==> config.mk <==
export PLATFORM = sky130hd
export DESIGN_NAME = ets_capture
export DESIGN_NICKNAME = d
export VERILOG_FILES = /design/src/rtl/ets_pkg.sv /design/src/rtl/ets_timebase.sv /design/src/rtl/ets_edge_gate.sv /design/src/rtl/ets_fifo.sv /design/src/rtl/ets_capture.sv
export SDC_FILE = /design/constraint.sdc
export NUM_CORES = 2
export LEC_CHECK = 0
export BUFFER_PORTS_ARGS = -buffer_cell sky130_fd_sc_hd__buf_2
export CORE_MARGIN = 1.5
export CORE_UTILIZATION = 55
export DETAILED_ROUTE_END_ITERATION = 16
export PLACE_DENSITY = 0.71
export SLEW_MARGIN = 20
export SYNTH_ARGS = -nofsm -noshare
export SYNTH_HDL_FRONTEND = slang
export SYNTH_SLANG_ARGS = --single-unit
==> constraint.sdc <==
create_clock -name clk -period 29.2 [get_ports clk]
set_input_delay 5.84 -clock clk [delete_from_list [all_inputs] [get_ports clk]]
set_output_delay 5.84 -clock clk [all_outputs]
set_load 0.005 [all_outputs]
==> src/rtl/ets_pkg.sv <==
package ets_pkg;
   localparam int unsigned NS_PER_SEC = 1_000_000_000;
   localparam int          NS_W       = 30;
   localparam int          OFF_W      = 32;

   typedef enum logic {
      EDGE_CLEAR  = 1'b0,
      EDGE_ASSERT = 1'b1
   } edge_kind_e;

   // Signed position of a fraction relative to the nearest second boundary
   function automatic logic signed [OFF_W-1:0] sec_offset(input logic [NS_W-1:0] frac);
      if (frac >= NS_W'(NS_PER_SEC / 2))
         return $signed(OFF_W'(frac) - OFF_W'(NS_PER_SEC));
      return $signed(OFF_W'(frac));
   endfunction
endpackage

==> src/rtl/ets_timebase.sv <==
module ets_timebase
   import ets_pkg::*;
#(
   parameter int unsigned NS_INC = 10,
   parameter int          SEC_W  = 32
) (
   input  logic             clk,
   input  logic             rst_n,
   output logic [SEC_W-1:0] sec_o,
   output logic [NS_W-1:0]  ns_o
);
   localparam logic [NS_W-1:0] INC     = NS_W'(NS_INC);
   localparam logic [NS_W-1:0] WRAP_AT = NS_W'(NS_PER_SEC - NS_INC);

   if (NS_INC == 0 || NS_INC >= NS_PER_SEC) begin : g_bad_inc
      $error("ets_timebase: NS_INC must lie in 1..999999999");
   end

   // fixed increment, carry into seconds at one billion
   always_ff @(posedge clk or negedge rst_n) begin
      if (!rst_n) begin
         sec_o <= '0;
         ns_o  <= '0;
      end else if (ns_o >= WRAP_AT) begin
         ns_o  <= ns_o - WRAP_AT;
         sec_o <= sec_o + SEC_W'(1);
      end else begin
         ns_o  <= ns_o + INC;
      end
   end

   a_r3_ns_range: assert property (@(posedge clk) disable iff (!rst_n)
      ns_o < NS_W'(NS_PER_SEC));

   a_r3_sec_step: assert property (@(posedge clk) disable iff (!rst_n)
      (sec_o != $past(sec_o)) |-> (sec_o == $past(sec_o) + SEC_W'(1)) && (ns_o < INC));
endmodule

==> src/rtl/ets_edge_gate.sv <==
module ets_edge_gate #(
   parameter int SYNC_STAGES = 2,
   parameter int HOLDOFF     = 8
) (
   input  logic clk,
   input  logic rst_n,
   input  logic evt_i,
   output logic rise_o,
   output logic fall_o
);
   localparam int HO_W = $clog2(HOLDOFF + 1);

   if (SYNC_STAGES < 2) begin : g_bad_sync
      $error("ets_edge_gate: SYNC_STAGES must be at least 2");
   end
   if (HOLDOFF < 1) begin : g_bad_hold
      $error("ets_edge_gate: HOLDOFF must be at least 1");
   end

   logic [SYNC_STAGES-1:0] sync_q;
   logic                   last_q;
   logic [1:0]             raw, acc;

   always_ff @(posedge clk or negedge rst_n) begin
      if (!rst_n) begin
         sync_q <= '0;
         last_q <= 1'b0;
      end else begin
         sync_q <= {sync_q[SYNC_STAGES-2:0], evt_i};
         last_q <= sync_q[SYNC_STAGES-1];
      end
   end

   assign raw[1] =  sync_q[SYNC_STAGES-1] & ~last_q;  // rising
   assign raw[0] = ~sync_q[SYNC_STAGES-1] &  last_q;  // falling

   // one independent holdoff window per polarity
   for (genvar p = 0; p < 2; p++) begin : g_pol
      logic [HO_W-1:0] hold_q;
      assign acc[p] = raw[p] && (hold_q == '0);

      always_ff @(posedge clk or negedge rst_n) begin
         if (!rst_n)                hold_q <= '0;
         else if (acc[p])           hold_q <= HO_W'(HOLDOFF);
         else if (hold_q != '0)     hold_q <= hold_q - HO_W'(1);
      end

      a_r8_holdoff: assert property (@(posedge clk) disable iff (!rst_n)
         acc[p] |=> !acc[p]);
   end

   assign rise_o = acc[1];
   assign fall_o = acc[0];
endmodule

==> src/rtl/ets_fifo.sv <==
module ets_fifo #(
   parameter int W     = 8,
   parameter int DEPTH = 4
) (
   input  logic         clk,
   input  logic         rst_n,
   input  logic         push_i,
   input  logic [W-1:0] data_i,
   output logic         full_o,
   output logic         valid_o,
   input  logic         ready_i,
   output logic [W-1:0] data_o
);
   localparam int AW = $clog2(DEPTH);

   if (DEPTH < 2 || (1 << AW) != DEPTH) begin : g_bad_depth
      $error("ets_fifo: DEPTH must be a power of two, at least 2");
   end

   logic [W-1:0] mem [DEPTH];
   logic [AW:0]  wr_q, rd_q;

   assign full_o  = (wr_q[AW] != rd_q[AW]) && (wr_q[AW-1:0] == rd_q[AW-1:0]);
   assign valid_o = (wr_q != rd_q);
   assign data_o  = mem[rd_q[AW-1:0]];

   always_ff @(posedge clk) begin
      if (push_i && !full_o) mem[wr_q[AW-1:0]] <= data_i;
   end

   always_ff @(posedge clk or negedge rst_n) begin
      if (!rst_n) begin
         wr_q <= '0;
         rd_q <= '0;
      end else begin
         if (push_i && !full_o)   wr_q <= wr_q + (AW+1)'(1);
         if (valid_o && ready_i)  rd_q <= rd_q + (AW+1)'(1);
      end
   end

   a_r9_hold: assert property (@(posedge clk) disable iff (!rst_n)
      (valid_o && !ready_i) |=> (valid_o && $stable(data_o)));
endmodule

==> src/rtl/ets_capture.sv <==
module ets_capture
   import ets_pkg::*;
#(
   parameter int unsigned NS_INC      = 10,
   parameter int          SEC_W       = 32,
   parameter int          SEQ_W       = 16,
   parameter int          DELTA_W     = 40,
   parameter int          JIT_W       = 32,
   parameter int          SYNC_STAGES = 2,
   parameter int          HOLDOFF     = 8,
   parameter int          FIFO_DEPTH  = 4
) (
   input  logic                    clk,
   input  logic                    rst_n,
   input  logic                    evt_i,
   input  logic                    rec_ready_i,
   output logic                    rec_valid_o,
   output logic                    rec_assert_o,
   output logic [SEQ_W-1:0]        rec_seq_o,
   output logic [SEC_W-1:0]        rec_sec_o,
   output logic [NS_W-1:0]         rec_ns_o,
   output logic [DELTA_W-1:0]      rec_delta_o,
   output logic                    rec_delta_ok_o,
   output logic signed [JIT_W-1:0] rec_jitter_o,
   output logic                    rec_jitter_ok_o,
   output logic signed [OFF_W-1:0] rec_offset_o,
   output logic                    rec_lost_o
);
   localparam int unsigned     CORR     = SYNC_STAGES * NS_INC;
   localparam logic [NS_W-1:0] CORR_NS  = NS_W'(CORR);
   localparam logic [NS_W-1:0] CORR_BOR = NS_W'(NS_PER_SEC - CORR);
   localparam int REC_W = 2 + SEQ_W + SEC_W + NS_W + DELTA_W + 1 + JIT_W + 1 + OFF_W;

   if (CORR >= NS_PER_SEC || SEC_W > 32 || DELTA_W > 64 || JIT_W > 64) begin : g_bad_cfg
      $error("ets_capture: unsupported parameter combination");
   end

   logic [SEC_W-1:0] now_sec, cor_sec;
   logic [NS_W-1:0]  now_ns,  cor_ns;
   logic             rise, fall;

   ets_timebase #(.NS_INC(NS_INC), .SEC_W(SEC_W)) u_time (
      .clk(clk), .rst_n(rst_n), .sec_o(now_sec), .ns_o(now_ns));

   ets_edge_gate #(.SYNC_STAGES(SYNC_STAGES), .HOLDOFF(HOLDOFF)) u_gate (
      .clk(clk), .rst_n(rst_n), .evt_i(evt_i), .rise_o(rise), .fall_o(fall));

   // remove synchronizer latency, borrowing from seconds when needed
   always_comb begin
      if (now_ns >= CORR_NS) begin
         cor_ns  = now_ns - CORR_NS;
         cor_sec = now_sec;
      end else begin
         cor_ns  = now_ns + CORR_BOR;
         cor_sec = now_sec - SEC_W'(1);
      end
   end

   // Stage 1: latch timestamp and sequence number
   logic             stg_v;
   edge_kind_e       stg_kind;
   logic [SEC_W-1:0] stg_sec;
   logic [NS_W-1:0]  stg_ns;
   logic [SEQ_W-1:0] stg_seq, a_seq_q, c_seq_q;

   always_ff @(posedge clk or negedge rst_n) begin
      if (!rst_n) begin
         stg_v    <= 1'b0;
         stg_kind <= EDGE_CLEAR;
         stg_sec  <= '0;
         stg_ns   <= '0;
         stg_seq  <= '0;
         a_seq_q  <= '0;
         c_seq_q  <= '0;
      end else begin
         stg_v <= rise | fall;
         if (rise | fall) begin
            stg_kind <= rise ? EDGE_ASSERT : EDGE_CLEAR;
            stg_sec  <= cor_sec;
            stg_ns   <= cor_ns;
            stg_seq  <= rise ? a_seq_q : c_seq_q;
         end
         if (rise) a_seq_q <= a_seq_q + SEQ_W'(1);
         if (fall) c_seq_q <= c_seq_q + SEQ_W'(1);
      end
   end

   // Stage 2: period statistics and offset
   logic [SEC_W-1:0]  prev_sec;
   logic [NS_W-1:0]   prev_ns;
   logic [63:0]       prev_span, span, jit_full;
   logic [1:0]        seen_a;
   logic              is_a, d_ok, j_ok, lost_pend, fifo_full;
   logic [SEC_W-1:0]  dsec;
   logic [DELTA_W-1:0] d_val;
   logic [JIT_W-1:0]   j_val;
   logic [REC_W-1:0]   rec_in, rec_out;

   always_comb begin
      is_a     = (stg_kind == EDGE_ASSERT);
      dsec     = stg_sec - prev_sec;
      span     = 64'(dsec) * 64'(NS_PER_SEC) + 64'(stg_ns) - 64'(prev_ns);
      jit_full = span - prev_span;
      d_ok     = is_a && (seen_a != 2'd0);
      j_ok     = is_a && (seen_a == 2'd2);
      d_val    = d_ok ? span[DELTA_W-1:0] : '0;
      j_val    = j_ok ? jit_full[JIT_W-1:0] : '0;
      rec_in   = {lost_pend, is_a, stg_seq, stg_sec, stg_ns, d_val, d_ok,
                  j_val, j_ok, sec_offset(stg_ns)};
   end

   always_ff @(posedge clk or negedge rst_n) begin
      if (!rst_n) begin
         prev_sec  <= '0;
         prev_ns   <= '0;
         prev_span <= '0;
         seen_a    <= '0;
         lost_pend <= 1'b0;
      end else if (stg_v) begin
         if (is_a) begin
            prev_sec  <= stg_sec;
            prev_ns   <= stg_ns;
            prev_span <= span;
            if (seen_a != 2'd2) seen_a <= seen_a + 2'd1;
         end
         lost_pend <= fifo_full;   // mark the next stored record
      end
   end

   ets_fifo #(.W(REC_W), .DEPTH(FIFO_DEPTH)) u_fifo (
      .clk(clk), .rst_n(rst_n), .push_i(stg_v), .data_i(rec_in), .full_o(fifo_full),
      .valid_o(rec_valid_o), .ready_i(rec_ready_i), .data_o(rec_out));

   assign {rec_lost_o, rec_assert_o, rec_seq_o, rec_sec_o, rec_ns_o, rec_delta_o,
           rec_delta_ok_o, rec_jitter_o, rec_jitter_ok_o, rec_offset_o} = rec_out;

   localparam logic signed [OFF_W-1:0] HALF = OFF_W'(NS_PER_SEC / 2);

   a_r5_delta_on_assert: assert property (@(posedge clk) disable iff (!rst_n)
      (rec_valid_o && rec_delta_ok_o) |-> rec_assert_o);

   a_r6_jitter_needs_delta: assert property (@(posedge clk) disable iff (!rst_n)
      (rec_valid_o && rec_jitter_ok_o) |-> rec_delta_ok_o);

   a_r7_offset_range: assert property (@(posedge clk) disable iff (!rst_n)
      rec_valid_o |-> (rec_offset_o >= -HALF) && (rec_offset_o < HALF));

   a_r2_frac_range: assert property (@(posedge clk) disable iff (!rst_n)
      rec_valid_o |-> (rec_ns_o < NS_W'(NS_PER_SEC)));
endmodule

; ---- After elaboration in Yosys (flattened, before gate mapping)
; Memory sizes are Yosys's and may differ from the RTL's.
; Index checks and enable logic that the tools add are counted.
[totals]
regBits = 288
mem_bits_rw = 744
in_bits = 4
elab_cells = 86
mem_count = 1
[memory_table]
columns = name, words, word_bits, read_ports, rd_ports_with_merged_regs, write_ports, line
row1 = u_fifo.mem, 4, 186, 1, 0, 1, ets_fifo.sv:20  ; logic [W-1:0] mem [DEPTH];
[op_classes]
add_sub_neg = 18
multipliers = 1
n_lt_le_gt_ge = 3
n_eq_ne = 5
muxes = 16
bitwise_logic = 5
reduce_logical = 17
[ops]
columns = cell, count
row1 = 32-bit 2-to-1 mux, 4
row2 = 32-bit subtractor, 2
row3 = 30-bit 2-to-1 mux, 2
row4 = 40-bit by 30-bit adder with 40-bit output, 1
row5 = 40-bit 2-to-1 mux, 1
row6 = 40-bit by 30-bit subtractor with 40-bit output, 1
row7 = 16-bit by 1-bit adder with 16-bit output (second input constant), 2
row8 = 32-bit by 1-bit adder with 32-bit output (second input constant), 1
row9 = 32-bit by 21-bit multiplier with 31-bit output (second input constant), 1
row10 = 32-bit by 1-bit subtractor with 32-bit output (second input constant), 1
row11 = 30-bit by 30-bit subtractor with 31-bit output (second input constant), 1
row12 = 30-bit adder (second input constant), 1
row13 = 30-bit by 4-bit adder with 30-bit output (second input constant), 1
row14 = 30-bit by 29-bit >= comparator with 1-bit output (second input constant), 1
row15 = 30-bit >= comparator (second input constant), 1
row16 = 30-bit by 5-bit >= comparator with 1-bit output (second input constant), 1
row17 = 30-bit subtractor (second input constant), 1
row18 = 30-bit by 5-bit subtractor with 30-bit output (second input constant), 1
row19 = 16-bit 2-to-1 mux, 1
row20 = 4-bit 2-to-1 mux, 4
row21 = 4-bit logical NOT, 2
row22 = 4-bit nonzero test, 2
row23 = 4-bit by 1-bit subtractor with 4-bit output (second input constant), 2
row24 = 1-bit logical AND, 7
row25 = other kinds (15), 23

; ---- Longest topological paths before layout
[logic_depth]
word_depth = 6
ltp_mapped = 49

; ---- Cells and area by module
; A second synthesis with hierarchy kept.
[unflattened]
hier_cells = 3937
area_unflattened_um2 = 54033.1
[modules_own_cells]
columns = module, instances, cells_per_inst, area_each_um2, seq_area_each_um2
row1 = ets_fifo, 1, 1020, 27327.5, 22491.6
row2 = ets_capture, 1, 2539, 22868.2, 5205.0
row3 = ets_timebase, 1, 333, 3326.9, 1526.5
row4 = ets_edge_gate, 1, 45, 510.5, 275.3

; ---- Worst setup path after synthesis
; No wires, ideal clock.
[synth_timing]
path_kind = register to register
startpoint = register stg_sec[0]
endpoint = memory u_fifo.mem[0][64] in the netlist's numbering (data pin)
arrival_ns = 9.992
slack_ns = 18.931
path_stages_with_launch = 45
path_buffers = 0
path_cell_list = dfrtp_1 -> inv_1 -> ha_1 -> fa_1 -> nor2b_1 -> o2111ai_2 -> nand2_1 -> nor2_1 -> nor2b_1 -> o21ai_0 -> nand2_1 -> a21o_1 -> a21oi_1 -> xnor2_1 -> ha_1 -> fa_1 -> fa_1 -> fa_1 -> [9 not listed] -> fa_1 -> inv_1 -> ha_1 -> nand2_1 -> nor2_1 -> and2_1 -> a22oi_2 -> and2_1 -> xnor2_1 -> inv_1 -> ha_1 -> nand4_1 -> nor2_1 -> a221o_1 -> a21oi_1 -> xnor2_1 -> xnor2_1 -> nor2_1
[synth_via]
elab_chain_cells = 6
[synth_rtl]
columns = element, line
row1 = from (decl), ets_capture.sv:62  ; logic [SEC_W-1:0] stg_sec;
row2 = from (signal assigned), ets_capture.sv:79  ; stg_sec <= cor_sec;
row3 = 32-bit subtractor, ets_capture.sv:101  ; dsec = stg_sec - prev_sec;
row4 = 32-bit by 21-bit multiplier with 31-bit output, ets_capture.sv:102  ; span = 64'(dsec) * 64'(NS_PER_SEC) + 64'(stg_ns) - 64'(prev_ns);
row5 = 40-bit by 30-bit adder with 40-bit output, ets_capture.sv:102
row6 = 40-bit by 30-bit subtractor with 40-bit output, ets_capture.sv:102
row7 = net span[29], ets_capture.sv:91  ; logic [63:0] prev_span, span, jit_full;
row8 = 32-bit subtractor, ets_capture.sv:103  ; jit_full = span - prev_span;
row9 = 32-bit 2-to-1 mux, ets_capture.sv:107  ; j_val = j_ok ? jit_full[JIT_W-1:0] : '0;
row10 = net j_val[31], ets_capture.sv:96  ; logic [JIT_W-1:0] j_val;
row11 = to (decl), ets_fifo.sv:20
; The timed path passes the listed nets, and every way through them passes these cells.

; ---- Final worst setup path
[layout_timing]
startpoint = register stg_sec[0]
endpoint = memory u_fifo.mem[1][105] in the netlist's numbering (data pin)
[layout_via]
elab_chain_cells = 5
[layout_rtl]
columns = element, line
row1 = 32-bit subtractor, ets_capture.sv:101
row2 = 32-bit by 21-bit multiplier with 31-bit output, ets_capture.sv:102
row3 = 40-bit by 30-bit adder with 40-bit output, ets_capture.sv:102
row4 = 40-bit by 30-bit subtractor with 40-bit output, ets_capture.sv:102
row5 = 40-bit 2-to-1 mux, ets_capture.sv:106  ; d_val = d_ok ? span[DELTA_W-1:0] : '0;
row6 = net d_val[39], ets_capture.sv:95  ; logic [DELTA_W-1:0] d_val;
; The timed path passes the listed nets, and every way through them passes these cells.

==> metrics.txt <==
Die Area 95940 um2; Setup crit start kind register; min cycle time layout 11.01 ns; chip width 309.7 um; final period utilization 37.72%; TritonCTS clock tree built; # fillers 7182; Synth area leaders edfxtp_1, dfrtp_1, mux4_2, fa_1, ha_1; vias per inst 5.592; Slew @ Worst Pin 1.047 ns; hold crit path type register to register; total global-route track usage 23.58%; post-synthesis sequential area ratio 53.84%; first-pass GRT wire length 173400 um; initial DRC count 2180; antenna viol nets, final 0; WP data arrival 11.40 ns; Rows 112; Final Net Count 4546; Final Hold Fails 0; Remaining Overflow, GRT 0; Hold Buf Count CTS 0; count leader, synth edfxtp_1; antenna diode count 0; chip height 309.7 um; register cell area after layout 27870 um2; post-CTS setup buffer count 0; Syn Area/Cell 13.29 um2; CP max-delay cell fa_1; vias in the first global route 30.70k; post-synth top area share 40.15%; area of the multi-input gates 21550 um2; unrepaired setup endpoints after global routing false; CTS root buf clkbuf_16; Crit Path Max Fanout 8; EDFF count, synth 692; post-synthesis async set-or-reset flop share 29.03%; Initial DRT Pass Iterations 5; cell area after synthesis 51750 um2; max-cap viol count 0; # setup viols final 0; CTS buffer count 98; post-synth top area cell edfxtp_1; clk buf depth 3; drt drc 0; Routed WL 110700 um; crit-path max cell delay 0.55 ns; CP Class register to register; I/O pin count 191; Rel. slew slack 30.21%; pins over their slew limit 0; Crit path top cell by count fa_1; global placement routability congestion 0.9101; Max Fclk 0.09079 GHz; synth cell count leaders edfxtp_1, inv_1, dfrtp_1; antenna violations before repair 2; Synth cell types 85; crit path capture type register; vias post-DR 30.29k; prevailing post-synth register cell edfxtp_1; pin count of the biggest net entering global routing 100; Worst-Skew Late Latency 0.70 ns; clk slew on worst S/H paths 0.06 ns; port buffer count 186; status complete, no violations; share of cells above drive strength 1 15.50%; cts repair resizes 0; Max H-tree Level 3; Total Neg Setup Slack 0 ns; Hold WS 0.3689 ns; Initial Util 55.45%; CTS sink cnt 975; WL/cell 20.44 um; Critical Path RT 29.59 ns; clock skew 0.05846 ns; yosys warns 0; Layout area overhead 10.91%; DP Wirelength 76820 um; core box area 93330 um2; FF+latch count, synth 975; Gate Count Post-Synth 3893
==> metrics by stage <==
step	cell area, um2	utilization [%]	setup slack (ns)	std cells
2_1_floorplan	51760	-	18.93	3896
3_3_place_gp	54000	57.86	18.49	5231
3_5_place_dp	54000	57.86	18.35	5231
4_1_cts	57380	61.49	18.28	5416
5_1_grt	57400	61.50	17.52	5416
6_report	57400	61.50	18.19	5416
==> cells by family (layout without fill, tap and decap cells) <==
kind of cell / Yosys count / count (layout) / share of synthesized area [%]
AND/OR/NAND/NOR: 767 / 767 / 7.070
flip-flops: 975 / 975 / 53.84
adder cells (fa/ha/maj): 465 / 465 / 14.04
other: 1 / 4 / 0.007246
multiplexers: 227 / 227 / 8.702
AO/OA/AOI/OAI: 527 / 527 / 6.281
XOR/XNOR: 312 / 312 / 5.418
buffers and inverters: 619 / 885 / 4.640
==> critical path: cells and delay by family (launching register included) <==
family	cells	cell delay, ns
XOR/XNOR	4	1.00
adder cells (fa/ha/maj)	11	4.52
flip-flops	1	0.42
buffers and inverters	3	0.36
AND/OR/NAND/NOR	10	1.77
AO/OA/AOI/OAI	14	2.65
==> sequential cells by signal, indices dropped and copies added, names as in the netlist <==
name and cells:
a_seq_q 16, c_seq_q 16, is_a 1, lost_pend 1, prev_ns 29, prev_sec 31
prev_span 31, seen_a 2, stg_ns 29, stg_sec 32, stg_seq 16, stg_v 1
u_fifo.mem 692, u_fifo.rd_q 3, u_fifo.wr_q 3, u_gate.g_pol.hold_q 8, u_gate.last_q 1, u_gate.sync_q 2
u_time.ns_o 29, u_time.sec_o 32
==> final cells by class <==
| cell class | instances | share of cell area, % |
|---|---|---|
| Clock buffer | 137 | 4.757 |
| Clock inverter | 48 | 1.144 |
| Inverter | 476 | 3.113 |
| Multi-Input combinational cell | 2302 | 37.54 |
| Sequential cell | 975 | 48.55 |
| Tap cell | 1254 | 2.734 |
| Timing Repair Buffer | 224 | 2.158 |
==> metal layers <==
metal	wire length, um	part of all wire, %	GRT usage, %	vias to the layer above
met2	53580	48	38.68	732
met5	13	0.012	0	-
met1	48830	44	32.76	15230
met3	5697	5.1	3.921	154
met4	2610	2.4	6.568	2
li1	-	-	-	14170
==> layout by cell type (no fill, tap or decap), types with 12 or more instances in the layout <==
cell and count:
edfxtp_1 692, inv_1 476, dfrtp_1 281, ha_1 272, nand2_1 264, xnor2_1 209, nor2_1 202, fa_1 193
buf_2 185, mux4_2 173, o21ai_0 162, a21oi_1 131, clkbuf_16 99, xor2_1 96, nand3_1 60, a21o_1 55
mux2_2 53, nor3_1 45, buf_4 37, and3_1 33, clkbuf_1 27, a31oi_1 26, o21a_1 25, nand2b_1 21
o21bai_1 19, nor2b_1 18, o21ai_1 18, nor4_1 18, nand4_1 17, nor3b_1 13, clkinv_2 12
==> final timing paths <==
kind / cells past startpoint / to / slack, ns / from
setup / recovery: 42 / u_fifo.mem[1][105] / 18.19 / stg_sec[0]
hold / removal: 0 / u_gate.sync_q[1] / 0.37 / u_gate.sync_q[0]
setup reg to reg: 42 / u_fifo.mem[1][105] / 18.19 / stg_sec[0]
hold reg to reg: 0 / u_gate.sync_q[1] / 0.37 / u_gate.sync_q[0]
max in group asynchronous: 3 / c_seq_q[1] / 21.79 / rst_n
min in group asynchronous: 1 / prev_span[19] / 5.17 / rst_n
Power is left out: the tool's default activity adds up to more than one toggle a clock period on the data nets, which glitch-free logic cannot reach.
